<file path="src/rtl/adcRegPkg.sv">
package adcRegPkg;
  localparam int ADDR_W     = 8;
  localparam int BUS_W      = 32;
  localparam int CHAN_N     = 12;
  localparam int CHAN_IDX_W = $clog2(CHAN_N);
  localparam int RES_W      = 12;
  localparam int DIFF_LSB   = 16;

  localparam logic [ADDR_W-1:0] OFF_CMD     = 8'h00;
  localparam logic [ADDR_W-1:0] OFF_MODE    = 8'h04;
  localparam logic [ADDR_W-1:0] OFF_CHSET   = 8'h10;
  localparam logic [ADDR_W-1:0] OFF_CHCLR   = 8'h14;
  localparam logic [ADDR_W-1:0] OFF_CHVIEW  = 8'h18;
  localparam logic [ADDR_W-1:0] OFF_LAST    = 8'h20;
  localparam logic [ADDR_W-1:0] OFF_INTSET  = 8'h24;
  localparam logic [ADDR_W-1:0] OFF_INTCLR  = 8'h28;
  localparam logic [ADDR_W-1:0] OFF_INTVIEW = 8'h2C;
  localparam logic [ADDR_W-1:0] OFF_DONE    = 8'h30;
  localparam logic [ADDR_W-1:0] OFF_PAIR    = 8'h4C;
  localparam logic [ADDR_W-1:0] OFF_DATA0   = 8'h50;
  localparam logic [ADDR_W-1:0] OFF_ID      = 8'hFC;

  localparam logic [BUS_W-1:0] MODE_KEEP = 32'hBF8F_FF6E;

  typedef enum logic [1:0] {SEQ_IDLE, SEQ_REQ, SEQ_WAIT} seqState_t;

  typedef struct packed {
    logic                  swReset;
    logic                  modeWr;
    logic                  chSet;
    logic                  chClr;
    logic                  intSet;
    logic                  intClr;
    logic                  pairWr;
    logic                  dataHit;
    logic                  dataRd;
    logic [CHAN_IDX_W-1:0] dataIdx;
    logic                  capValid;
    logic [CHAN_IDX_W-1:0] capChan;
  } regStrobe_t;
endpackage

</file>
<file path="src/rtl/adcRegCtrl.sv">
module adcRegCtrl
  import adcRegPkg::*;
(
  input  logic                  clk,
  input  logic                  rstN,
  input  logic                  busSel,
  input  logic                  busWr,
  input  logic [ADDR_W-1:0]     busAddr,
  input  logic [1:0]            cmdBits,
  input  logic [CHAN_N-1:0]     chanEn,
  input  logic                  anaDone,
  output regStrobe_t            strobe,
  output logic                  anaStart,
  output logic [CHAN_IDX_W-1:0] anaChan
);
  logic wrEn, rdEn, cmdHit, swReset, startReq;
  logic [ADDR_W-1:0] dataOff;
  logic inDataWin;

  seqState_t state;
  logic [CHAN_N-1:0] pend, pendNext;
  logic [CHAN_IDX_W-1:0] curChan;
  logic capValid;

  function automatic logic [CHAN_IDX_W-1:0] lowestSet(input logic [CHAN_N-1:0] v);
    logic [CHAN_IDX_W-1:0] r;
    r = '0;
    for (int i = CHAN_N - 1; i >= 0; i--) begin
      if (v[i]) r = CHAN_IDX_W'(i);
    end
    return r;
  endfunction

  assign wrEn     = busSel && busWr;
  assign rdEn     = busSel && !busWr;
  assign cmdHit   = wrEn && (busAddr == OFF_CMD);
  assign swReset  = cmdHit && cmdBits[0];
  assign startReq = cmdHit && cmdBits[1] && !cmdBits[0];

  assign dataOff   = busAddr - OFF_DATA0;
  assign inDataWin = (busAddr >= OFF_DATA0) && (dataOff[1:0] == 2'b00) &&
                     ({2'b00, dataOff[ADDR_W-1:2]} < ADDR_W'(CHAN_N));

  assign pendNext = pend & ~(CHAN_N'(1) << curChan);
  assign capValid = (state == SEQ_WAIT) && anaDone && !swReset;

  always_ff @(posedge clk or negedge rstN) begin
    if (!rstN) begin
      state   <= SEQ_IDLE;
      pend    <= '0;
      curChan <= '0;
    end else if (swReset) begin
      state   <= SEQ_IDLE;
      pend    <= '0;
      curChan <= '0;
    end else begin
      case (state)
        SEQ_IDLE: begin
          if (startReq && (chanEn != '0)) begin
            pend    <= chanEn;
            curChan <= lowestSet(chanEn);
            state   <= SEQ_REQ;
          end
        end
        SEQ_REQ: state <= SEQ_WAIT;
        SEQ_WAIT: begin
          if (anaDone) begin
            pend <= pendNext;
            if (pendNext != '0) begin
              curChan <= lowestSet(pendNext);
              state   <= SEQ_REQ;
            end else begin
              state <= SEQ_IDLE;
            end
          end
        end
        default: state <= SEQ_IDLE;
      endcase
    end
  end

  always_comb begin
    strobe          = '0;
    strobe.swReset  = swReset;
    strobe.modeWr   = wrEn && (busAddr == OFF_MODE);
    strobe.chSet    = wrEn && (busAddr == OFF_CHSET);
    strobe.chClr    = wrEn && (busAddr == OFF_CHCLR);
    strobe.intSet   = wrEn && (busAddr == OFF_INTSET);
    strobe.intClr   = wrEn && (busAddr == OFF_INTCLR);
    strobe.pairWr   = wrEn && (busAddr == OFF_PAIR);
    strobe.dataHit  = inDataWin;
    strobe.dataRd   = inDataWin && rdEn;
    strobe.dataIdx  = dataOff[2 +: CHAN_IDX_W];
    strobe.capValid = capValid;
    strobe.capChan  = curChan;
  end

  assign anaStart = (state == SEQ_REQ);
  assign anaChan  = curChan;


  seq_single_pulse_chk: assert property (@(posedge clk) disable iff (!rstN)
    anaStart |=> !anaStart);


  seq_ascending_chk: assert property (@(posedge clk) disable iff (!rstN)
    (capValid && (pendNext != '0)) |=> (anaStart && (anaChan > $past(anaChan))));


  seq_idle_quiet_chk: assert property (@(posedge clk) disable iff (!rstN)
    (state == SEQ_IDLE && !startReq) |=> !anaStart);


  seq_abort_chk: assert property (@(posedge clk) disable iff (!rstN)
    swReset |=> (!anaStart && state == SEQ_IDLE));
endmodule

</file>
<file path="src/rtl/adcRegData.sv">
module adcRegData
  import adcRegPkg::*;
#(
  parameter logic [BUS_W-1:0] VERSION_ID = 32'h0000_0A51
) (
  input  logic              clk,
  input  logic              rstN,
  input  regStrobe_t        st,
  input  logic [ADDR_W-1:0] busAddr,
  input  logic [BUS_W-1:0]  busWdata,
  input  logic [RES_W-1:0]  anaData,
  output logic [BUS_W-1:0]  busRdata,
  output logic [CHAN_N-1:0] chanEn,
  output logic              irq
);
  logic [BUS_W-1:0]      modeReg;
  logic [CHAN_N-1:0]     intMask;
  logic [CHAN_N-1:0]     pairSel;
  logic [CHAN_N-1:0]     doneStat;
  logic [RES_W-1:0]      results [CHAN_N];
  logic [RES_W-1:0]      lastData;
  logic [CHAN_IDX_W-1:0] lastChan;
  logic [CHAN_N-1:0]     wrBits;

  assign wrBits = busWdata[CHAN_N-1:0];

  function automatic logic [BUS_W-1:0] widen(input logic [RES_W-1:0] v, input logic sgn);
    return sgn ? {{(BUS_W-RES_W){v[RES_W-1]}}, v} : {{(BUS_W-RES_W){1'b0}}, v};
  endfunction

  always_ff @(posedge clk or negedge rstN) begin
    if (!rstN) begin
      modeReg <= '0;
      chanEn  <= '0;
      intMask <= '0;
      pairSel <= '0;
    end else if (st.swReset) begin
      modeReg <= '0;
      chanEn  <= '0;
      intMask <= '0;
      pairSel <= '0;
    end else begin
      if (st.modeWr) modeReg <= busWdata & MODE_KEEP;
      if (st.chSet)  chanEn  <= chanEn | wrBits;
      if (st.chClr)  chanEn  <= chanEn & ~wrBits;
      if (st.intSet) intMask <= intMask | wrBits;
      if (st.intClr) intMask <= intMask & ~wrBits;
      if (st.pairWr) pairSel <= busWdata[DIFF_LSB +: CHAN_N];
    end
  end

  always_ff @(posedge clk or negedge rstN) begin
    if (!rstN) begin
      doneStat <= '0;
      lastData <= '0;
      lastChan <= '0;
    end else if (st.swReset) begin
      doneStat <= '0;
      lastData <= '0;
      lastChan <= '0;
    end else begin
      for (int i = 0; i < CHAN_N; i++) begin
        if (st.capValid && st.capChan == CHAN_IDX_W'(i))
          doneStat[i] <= 1'b1;
        else if (st.dataRd && st.dataIdx == CHAN_IDX_W'(i))
          doneStat[i] <= 1'b0;
      end
      if (st.capValid) begin
        lastData <= anaData;
        lastChan <= st.capChan;
      end
    end
  end

  for (genvar g = 0; g < CHAN_N; g++) begin : gResult
    always_ff @(posedge clk or negedge rstN) begin
      if (!rstN)
        results[g] <= '0;
      else if (st.swReset)
        results[g] <= '0;
      else if (st.capValid && st.capChan == CHAN_IDX_W'(g))
        results[g] <= anaData;
    end
  end

  always_comb begin
    busRdata = '0;
    if (st.dataHit) begin
      busRdata = widen(results[st.dataIdx], pairSel[st.dataIdx]);
    end else begin
      case (busAddr)
        OFF_MODE:    busRdata = modeReg;
        OFF_CHVIEW:  busRdata = BUS_W'(chanEn);
        OFF_LAST:    busRdata = widen(lastData, pairSel[lastChan]);
        OFF_INTVIEW: busRdata = BUS_W'(intMask);
        OFF_DONE:    busRdata = BUS_W'(doneStat);
        OFF_PAIR:    busRdata = BUS_W'(pairSel) << DIFF_LSB;
        OFF_ID:      busRdata = VERSION_ID;
        default:     busRdata = '0;
      endcase
    end
  end

  assign irq = |(doneStat & intMask);


  irq_on_masked_done_chk: assert property (@(posedge clk) disable iff (!rstN)
    (st.capValid && intMask[st.capChan] && !st.intClr) |=> irq);


  done_set_wins_chk: assert property (@(posedge clk) disable iff (!rstN)
    st.capValid |=> doneStat[$past(st.capChan)]);


  read_clears_chk: assert property (@(posedge clk) disable iff (!rstN)
    (st.dataRd && !(st.capValid && st.capChan == st.dataIdx)) |=> !doneStat[$past(st.dataIdx)]);


  chan_set_chk: assert property (@(posedge clk) disable iff (!rstN)
    st.chSet |=> ((chanEn & $past(wrBits)) == $past(wrBits)));


  chan_clr_chk: assert property (@(posedge clk) disable iff (!rstN)
    st.chClr |=> ((chanEn & $past(wrBits)) == '0));


  mask_clr_chk: assert property (@(posedge clk) disable iff (!rstN)
    st.intClr |=> ((intMask & $past(wrBits)) == '0));


  soft_reset_chk: assert property (@(posedge clk) disable iff (!rstN)
    st.swReset |=> (chanEn == '0 && intMask == '0 && doneStat == '0 && modeReg == '0 && !irq));
endmodule

</file>
<file path="src/rtl/adcRegBank.sv">
module adcRegBank
  import adcRegPkg::*;
#(
  parameter logic [BUS_W-1:0] VERSION_ID = 32'h0000_0A51
) (
  input  logic                  clk,
  input  logic                  rstN,
  input  logic                  busSel,
  input  logic                  busWr,
  input  logic [ADDR_W-1:0]     busAddr,
  input  logic [BUS_W-1:0]      busWdata,
  output logic [BUS_W-1:0]      busRdata,
  output logic                  irq,
  output logic                  anaStart,
  output logic [CHAN_IDX_W-1:0] anaChan,
  input  logic                  anaDone,
  input  logic [RES_W-1:0]      anaData
);
  regStrobe_t        strobe;
  logic [CHAN_N-1:0] chanEn;

  adcRegCtrl uCtrl (
    .clk      (clk),
    .rstN     (rstN),
    .busSel   (busSel),
    .busWr    (busWr),
    .busAddr  (busAddr),
    .cmdBits  (busWdata[1:0]),
    .chanEn   (chanEn),
    .anaDone  (anaDone),
    .strobe   (strobe),
    .anaStart (anaStart),
    .anaChan  (anaChan)
  );

  adcRegData #(.VERSION_ID(VERSION_ID)) uData (
    .clk      (clk),
    .rstN     (rstN),
    .st       (strobe),
    .busAddr  (busAddr),
    .busWdata (busWdata),
    .anaData  (anaData),
    .busRdata (busRdata),
    .chanEn   (chanEn),
    .irq      (irq)
  );
endmodule

</file>
<file path="config.mk">
export PLATFORM = sky130hd
export DESIGN_NAME = adcRegBank
export DESIGN_NICKNAME = d
export VERILOG_FILES = /design/src/rtl/adcRegPkg.sv /design/src/rtl/adcRegCtrl.sv /design/src/rtl/adcRegData.sv /design/src/rtl/adcRegBank.sv
export SDC_FILE = /design/constraint.sdc
export NUM_CORES = 1
export LEC_CHECK = 0
export BUFFER_PORTS_ARGS = -buffer_cell sky130_fd_sc_hd__buf_2
export CAP_MARGIN = 25
export CORE_AREA = 2 2 161 194
export CTS_CLUSTER_SIZE = 20
export DETAILED_ROUTE_END_ITERATION = 10
export DIE_AREA = 0 0 163 196
export PLACE_DENSITY_LB_ADDON = 0.2
export SLEW_MARGIN = 25
export SYNTH_ARGS = -nofsm -noshare
export SYNTH_HDL_FRONTEND = slang
export SYNTH_HIERARCHICAL = 1
export SYNTH_SLANG_ARGS = --single-unit
</file>
<file path="constraint.sdc">
create_clock -name clk -period 6.29 [get_ports clk]
set_clock_uncertainty 0.1 [all_clocks]
set_input_delay 0.3145 -clock clk [delete_from_list [all_inputs] [get_ports clk]]
set_output_delay 0.3145 -clock clk [all_outputs]
set_load 0.05 [all_outputs]
</file>
Word-level counts from Yosys, hierarchy flattened
Index checks and enable logic that the tools add are counted.

Flip-flop bits (word level): 258. Input port bits: 57. Output and inout port bits: 38.

Add/subtract/negate cells: 1. Magnitude comparators: 5. Eq/ne operators: 38. Shift-type cells: 1. Muxes and demuxes: 112. Bitwise logic cells: 9. Reduce and logical (&&, ||, !) cells: 86.

Operators by type and width (number): $mux W12 (40); $pmux W32 S7 (1); $mux W32 (5); $mux W4 (30); $and A12 B12 Y12 (4); $bmux W12 S4 (1); $reduce_bool A3 Y1 (15); $logic_and A1 B1 Y1 (42); $eq A8 B6 Y1 const B (5); $eq A4 B3 Y1 const B (8); $eq A4 B4 Y1 const B (8); $reduce_bool A2 Y1 (15); $mux W1 (27); $eq A8 B5 Y1 const B (3); $not A12 Y12 (2); $or A12 B12 Y12 (2); $pmux W12 S2 (1); $reduce_bool A12 Y1 (2); $eq A4 B2 Y1 const B (4); $reduce_or A12 Y1 (1); $shl A1 B4 Y12 const A (1); $lt A4 B5 Y1 const B (2); $bmux W1 S4 (2); $eq A4 B1 Y1 const B (2); 22 further kinds (29).

Logic depth before layout (Yosys ltp)
Gate-level depths: netlist (run 1).

Word-level depth: 19. Depth in mapped cells: 15. Depth with buffers taken out: 11.

Cells and area by module
Netlist (run 1), hierarchy kept.

By module, submodules not included: adcRegData (times used 1, cells each 1169, area an instance 11664.9 µm²); adcRegCtrl (times used 1, cells each 222, area an instance 1729.2 µm²).

Worst setup path after synthesis (run 1)
OpenSTA, ideal clock, no wires.

Kind: input to output. Start point: input port busAddr[4]. End point: output port busRdata[12]. Arrival: 2.902 ns. Data required time: 5.875 ns. Setup slack: 2.973 ns. Stages: 12. Cells stage by stage: inv_1 ha_1 nand4b_1 a2111oi_0 buf_4 clkbuf_1 inv_1 a311o_1 o31ai_1 nand2_1 buf_2 nand3_1.

Elaborated cells between the ends (all ways): 21. Those cells by class: 1 x add/sub; 2 x order compare; 7 x eq/ne; 8 x mux; 1 x bitwise; 2 x reduce/logical.

RTL lines: start, declared (line adcRegBank.sv:10) `input logic [ADDR_W-1:0] busAddr,`; $sub A8 B7 Y8 / $ge A8 B7 Y1 (equally long branches) (line adcRegCtrl.sv:40, adcRegCtrl.sv:41); $lt A6 B4 Y1 / $logic_and A1 B1 Y1 (equally long branches) (line adcRegCtrl.sv:42, adcRegCtrl.sv:41); $logic_and A1 B1 Y1 (*) (line adcRegCtrl.sv:41) `assign inDataWin = (busAddr >= OFF_DATA0) && (dataOff[1:0] == 2'b00) &&`; named net uCtrl.inDataWin (line adcRegCtrl.sv:18) `logic inDataWin;`; $mux W32 (*) (line adcRegData.sv:88) `if (st.dataHit) begin`; end, declared (line adcRegBank.sv:12) `output logic [BUS_W-1:0] busRdata,`.

The timed path passes the listed nets; every way through them passes the cells marked *. The select of a mux whose other input is x is not followed.

==> results of run 1 <==
## through the flow
step / cells / cell area (µm²) / hold slack [ns] / utilization [%]
after floorplan: 1391 / 13390 / -0.08109 / -
after global placement: 1786 / 14060 / 0.2839 / 46.54
after detailed placement: 1786 / 14090 / 0.2903 / 46.63
after CTS: 1865 / 15270 / 0.05356 / 50.53
after global routing: 1866 / 15300 / 0.07149 / 50.63
final: 1866 / 15300 / 0.07591 / 50.63
## worst max-delay path: stages
cell and delay, ns:
buf_2 0.40, inv_1 0.46, ha_1 0.36, nand4b_1 0.19, a2111oi_2 0.48, inv_1 0.11
a311o_1 0.33, o31ai_1 0.42, nand2_1 0.56, nand3_1 0.22, buf_2 0.29
## where the power goes
part / switching [mW] / internal (mW) / total, mW
Sequential: 0.0232 / 1.64 / 1.66
Clock: 0.632 / 0.907 / 1.54
Combinational: 0.143 / 0.0809 / 0.224
Total: 0.799 / 2.63 / 3.43
## cell usage after synthesis (4+ instances only)
cell type	number
a22o_1	15
a22oi_1	19
o21ai_0	38
nand3_1	55
dfrtp_1	251
buf_2	20
or3_1	5
ha_1	4
nor2b_1	11
inv_1	12
and3_1	6
mux2_2	6
o2bb2ai_1	6
mux4_2	38
nor2_1	120
a221oi_1	6
a31oi_1	5
mux2i_1	122
a211oi_1	26
a221o_1	6
nor4_1	6
nor3_1	10
buf_4	12
nand3b_1	6
buf_1	4
clkbuf_1	82
a21oi_1	159
o31ai_1	5
nand2b_1	13
nor3b_1	4
nand2_1	253
o211ai_1	4
## placed cells by master, fill, tap and decap left out, types with 7 or more instances in the layout
| cell type | instances |
|---|---|
| clkbuf_16 | 27 |
| nand3_1 | 55 |
| nand2b_1 | 13 |
| inv_1 | 12 |
| o21ai_0 | 38 |
| buf_2 | 91 |
| mux4_2 | 38 |
| nor3_1 | 7 |
| a211oi_1 | 26 |
| clkbuf_1 | 8 |
| a22o_1 | 15 |
| mux2i_1 | 122 |
| a22oi_1 | 19 |
| dlygate4sd3_1 | 33 |
| nand2_1 | 253 |
| nor2b_1 | 11 |
| clkbuf_8 | 7 |
| dfrtp_1 | 251 |
| buf_4 | 27 |
| a21oi_1 | 159 |
| nor2_1 | 118 |
## sequential cells by signal, summed over array words and instances, names as in the netlist
signal	flops
uCtrl/pend	12
uData/chanEn	12
uData/doneStat	12
uData/modeReg	25
uData/intMask	12
uData/lastData	12
uCtrl/anaChan	4
uData/lastChan	4
uData/results	144
uData/pairSel	12
uCtrl/state	2
## path summary, 6_finish.rpt
path / cells after the start / endpoint / from
max in group asynchronous: 3 / uCtrl/pend[10] / rstN
min in group asynchronous: 2 / uData/results[139] / rstN
worst max-delay path: 11 / busRdata[23] / busAddr[4]
worst min register to register: 2 / uData/results[117] / uData/results[117]
worst max register to register: 8 / uData/results[71] / uCtrl/state[1]
worst min-delay path: 3 / uData/results[96] / anaData[0]
## cell families (layout without fill, tap and decap cells)
family	count (synthesis)	count (layout)	synth area share [%]
and+or+nand+nor	519	519	17.52
AOI/OAI and AO/OA	314	314	14.44
DFF	251	251	46.89
muxes	169	169	16.29
buffers and inverters	133	212	4.419
adders and majority gates	4	4	0.3737
xor gates and xnor gates	1	1	0.06540
## layout make-up
type	instances	area [µm²]	share of cell area, %
Tap cell	396	495.5	3.238
Sequential cell	251	6281	41.05
Timing Repair Buffer	154	1051	6.869
Inverter	12	45.04	0.2944
Clock inverter	4	47.55	0.3108
Multi-Input combinational cell	1007	6578	42.99
Clock buffer	42	802.0	5.242
## metal layers
metal  part of all wire, %  vias up  wire, µm  global-route usage [%]
li1                      -     5058         -                       -
met1                    43     5477     16940                   34.26
met2                    49      347     19360                   40.91
met3                   5.3       66      2100                   2.516
met4                   2.8        2      1094                   7.801
met5                 0.033        -        13                       0
## what timing repair did
item | 4_1_cts | 5_1_grt
hold buffers | 33 | 0
endpoints found under the setup margin | 0 | 0
hold endpoints to repair | 143 | 0
==> metrics.yaml, run 1 <==
routing:
  firstDrtPassIters: 5
  vias: 10950
  drtAntennaViolNets: 0
  viasPerCell: 5.868
  wl_per_cell_um: 21.17
  drtIter0Drc: 1031
  drc: 0
  drt-total-wl_um: 39510
synthesis:
  synth.distinct_cells: 72
  ys_async_sr_fraction_pct: 100.0
  yosys_warnings: 6
  yosysSeqAreaShare_pct: 46.89
  ys.flop_type: "dfrtp_1"
  synth-edff-count: 0
  synth_cells: 1391
  synth_nets: 1452
  synth_area_leader_cell: "dfrtp_1"
  netlist_area_um2: 13390
  ys_ff_latch: 251
  synth_top_area_share_pct: 46.89
  synthTopCellsByArea: "dfrtp_1 47%, mux2i_1 9.1%, nand2_1 7.1%"
  synth_area_per_cell_um2: 9.629
timing:
  tightest_slew_ns: 0.9659
  setup_violations: 0
  slew_violations: 0
  hold_viol_final: 0
  finalCritPeriodShare_pct: 72.86
  fin_ws_ns: 1.707
  min_period_ns: 4.583
  fmax_mhz: 218.2
  fin_setup_tns_ns: 0
  grt_setup_unrepaired: "no"
  slew-limit-headroom_pct: 35.61
min_path:
  hp-class: "input pin to flop"
critical_path:
  critPathLaunchType: "input pin"
  timing_worst_setup_path_type: "input pin to primary output"
  endpoint_kind: "primary output"
  ff2ff_setup_slack_ns: 2.44
  crit_fanout: 21
  cp.arrival_ns: 4.17
  cp_data_required_time_ns: 5.88
place:
  dp_slack_ns: 1.453
  hpwlAfterDp_um: 25500
  gp_congestion: 0.8575
  port_buffers: 93
status:
  status: "finished clean"
grt:
  grt_pass1_vias: 10710
  antenna_found_initial: 1
  grt_usage_pct: 24.70
  grt_pass1_wl_um: 61700
  overflow: 0
  grt_max_degree: 244
clock_tree:
  cts_sinks: 251
  tritoncts: "yes"
  cts_setup_buffers: 0
  cts_buffer_depth: 3
  numCtsBuffers: 26
  cts-root-buf: "clkbuf_16"
  cts-resized-gates: 0
  htreeDepth: 1
  clock_latency_ns: 0.53
  clk_pin_slew_ns: 0.06
final_layout:
  nNetsFinal: 1513
  antennaDiodeCount: 0
  syn2layout_area_growth_pct: 14.23
  fill_cells: 2810
  drive_gt1_share_pct: 15.58
die:
  std_cell_rows: 70
  start_util_pct: 44.33
  ios: 95
  die_y_um: 196
  die-area_um2: 31950
  dieWidth_um: 163
  design.core.area_um2: 30220
pwr:
  p_leak_nw: 6.846
  ir_drop_uv: 147.4
  total_power_mw: 3.427
  p_per_area_nw_per_um2: 224.0
run:
  cap_violations: 0
Note: power is estimated with default switching activity, not from simulation.
==> run 2, diff against run 1 <==
==> constraint.sdc (replaced) <==
create_clock -name clk -period 3.9 [get_ports clk]
set_clock_uncertainty 0.1 [all_clocks]
set_input_delay 0.195 -clock clk [delete_from_list [all_inputs] [get_ports clk]]
set_output_delay 0.195 -clock clk [all_outputs]
set_load 0.05 [all_outputs]
==> run 2 against run 1 <==
Combinational power grew 68%; flip-flop and latch count unchanged; power up 66%; worst hold slack better by 0.098 ns; setup slack got worse by 1.3 ns; sequential share of layout area shrank 0.81 points; routed wire length rose by 2.9%; global-route usage grew 0.62 points; final cell count is 1.7% higher; sequential power increased by 61%; core utilization rose by 1.0 points; non-clock buffer count increased by 25; critical path type unchanged; largest cell class unchanged; highest routed layer is now met4.
==> metrics.yaml, run 2 (synthesis results as in run 1) <==
status:
  status: "finished clean"
timing:
  finalCritPeriodShare_pct: 88.70
  slew_violations: 0  # unchanged
  setup_violations: 0  # unchanged
  slew-limit-headroom_pct: 30.10  # -5.5 points
  fin_ws_ns: 0.4407  # -1.267 ns
  fmax_mhz: 289.1
  hold_viol_final: 0  # unchanged
  tightest_slew_ns: 1.045  # +0.07872 ns
  min_period_ns: 3.459
  grt_setup_unrepaired: "no"
  fin_setup_tns_ns: 0  # unchanged
routing:
  wl_per_cell_um: 21.42  # +1.2%
  drtIter0Drc: 999  # -3.1%
  viasPerCell: 5.858  # -0.17%
  drc: 0  # unchanged
  vias: 11110  # +1.5%
  drtAntennaViolNets: 0  # unchanged
  drt-total-wl_um: 40630  # +2.9%
  firstDrtPassIters: 5  # unchanged
critical_path:
  endpoint_kind: "primary output"
  critPathLaunchType: "input pin"
  ff2ff_setup_slack_ns: 1.07  # -1.37 ns
  critPathCapture: "busRdata[29]"
  rr_worst_depth: 10  # +2
  cp.arrival_ns: 3.16  # -1.01 ns
  cp_data_required_time_ns: 3.61  # -2.27 ns
  reg2reg_to: "uData/results[41]"
  critPathLaunch: "busAddr[5]"
  reg2reg_from: "uCtrl/state[1]"
  crit_fanout: 20  # -4.8%
  timing_worst_setup_path_type: "input pin to primary output"
clock_tree:
  tritoncts: "yes"
  htreeDepth: 1  # unchanged
  cts-root-buf: "clkbuf_16"
  numCtsBuffers: 28  # +7.7%
  cts_buffer_depth: 3  # unchanged
  clk_pin_slew_ns: 0.05  # about the same
  cts_sinks: 251  # unchanged
  cts-resized-gates: 0  # unchanged
  clock_latency_ns: 0.55  # +0.02 ns
die:
  std_cell_rows: 70  # unchanged
  dieWidth_um: 163  # unchanged
  ios: 95  # unchanged
  design.core.area_um2: 30220  # unchanged
  die_y_um: 196  # unchanged
  die-area_um2: 31950  # unchanged
  start_util_pct: 44.33  # unchanged
final_layout:
  antennaDiodeCount: 0  # unchanged
  syn2layout_area_growth_pct: 16.52
  drive_gt1_share_pct: 16.26  # +0.68 points
  largestRegisters: "uData/results: 144 flops, uData/modeReg: 25 flops"
  most-common-layout-cells: "253 x nand2_1, 251 x dfrtp_1, 159 x a21oi_1, 122 x mux2i_1, 119 x nor2_1"
  final_common_cell: "nand2_1"
  fill_cells: 2789  # -0.75%
  multi_input_area_um2: 6549  # -0.44%
  final_area_um2: 15610  # +2.0%
  max_flop_register: "uData/results"
  nNetsFinal: 1540  # +1.8%
  regArea_um2: 6281  # unchanged
  largest_register_ffs: 144  # unchanged
grt:
  grt_pass1_vias: 11120  # +3.8%
  grt_pass1_wl_um: 63580  # +3.0%
  grt_max_degree: 244  # unchanged
  grt_usage_pct: 25.32  # +0.62 points
  antenna_found_initial: 0  # -1
  overflow: 0  # unchanged
place:
  dp_slack_ns: 0.4706  # -0.9823 ns
  port_buffers: 93  # unchanged
  gp_congestion: 0.8832  # +3.0%
  placed_area_um2: 14190  # +0.74%
  hpwlAfterDp_um: 26390  # +3.5%
pwr:
  p_per_area_nw_per_um2: 365.3  # +63%
  p_leak_nw: 7.013  # +2.4%
  ir_drop_uv: 294.2  # +100%
run:
  cap_violations: 0  # unchanged
min_path:
  hp-class: "input pin to asynchronous set/reset pin"
run 2: changes by cell type in the layout (fill, tap and decap cells not counted), moves of 2 or more:
| cell | delta |
|---|---|
| clkbuf_8 | +2 |
| buf_12 | +3 |
| dlygate4sd3_1 | +12 |
| clkinv_2 | +2 |
| buf_4 | +10 |
run 2: per-stage QoR:
| stage | utilization, % | hold WS [ns] | std cells | power, mW |
|---|---|---|---|---|
| finish | 51.65 | 0.1743 | 1897 | 5.701 |
| global route | 51.65 | 0.2687 | 1897 | 5.904 |
| CTS | 51.54 | 0.2451 | 1896 | 5.749 |
| detailed placement | 46.97 | 0.2301 | 1799 | 3.072 |
| global placement | 46.97 | 0.2213 | 1799 | 3.066 |
| floorplan | - | -0.2006 | 1391 | 2.890 |
run 2: worst min-delay path by stage:
stage | cells after the start | slack [ns] | endpoint | startpoint
6_report | 2 | 0.17 | uData/results[117] | rstN
3_5_place_dp | 1 | 0.23 | uData/results[117] | rstN
5_1_grt | 2 | 0.27 | uData/results[117] | rstN
2_1_floorplan | 0 | -0.20 | uCtrl/anaChan[0] | rstN
3_3_place_gp | 1 | 0.22 | uData/results[117] | rstN
4_1_cts | 2 | 0.25 | uData/results[117] | rstN
run 2: layout make-up:
class / count / share of cell area [%]
clock buffers: 45 / 5.476
clock inverters: 7 / 0.4810
inverters: 12 / 0.2886
multi-input cells: 1007 / 41.96
flip-flops and latches: 251 / 40.25
well taps: 396 / 3.175
repair buffers: 179 / 8.370
run 2: report_power, final:
part	switching, mW	internal, mW
logic	0.233	0.142
registers	0.0378	2.65
clock network	1.08	1.56
total	1.35	4.35
run 2: critical path, stage by stage:
cell and delay (ns):
buf_2 0.26, inv_1 0.13, ha_1 0.21, nand4b_1 0.18
a2111oi_2 0.46, inv_1 0.10, a311o_1 0.33, o31ai_1 0.29
nand2_1 0.49, nand3_1 0.22, buf_2 0.29
run 2: timing repair:
action | CTS | global route
endpoints found under the hold margin | 290 | 0
buffers inserted | 0 | 0
hold buffers | 45 | 0
run 2: routing by layer:
| metal | vias up | share of wire (%) | track usage, % | wire length, µm |
|---|---|---|---|---|
| li1 | 5115 | - | - | - |
| met1 | 5561 | 42 | 33.62 | 17100 |
| met2 | 356 | 49 | 42.70 | 19930 |
| met3 | 81 | 5.3 | 2.939 | 2135 |
| met4 | 0 | 3.6 | 9.472 | 1469 |
| met5 | - | 0 | 0 | 0 |
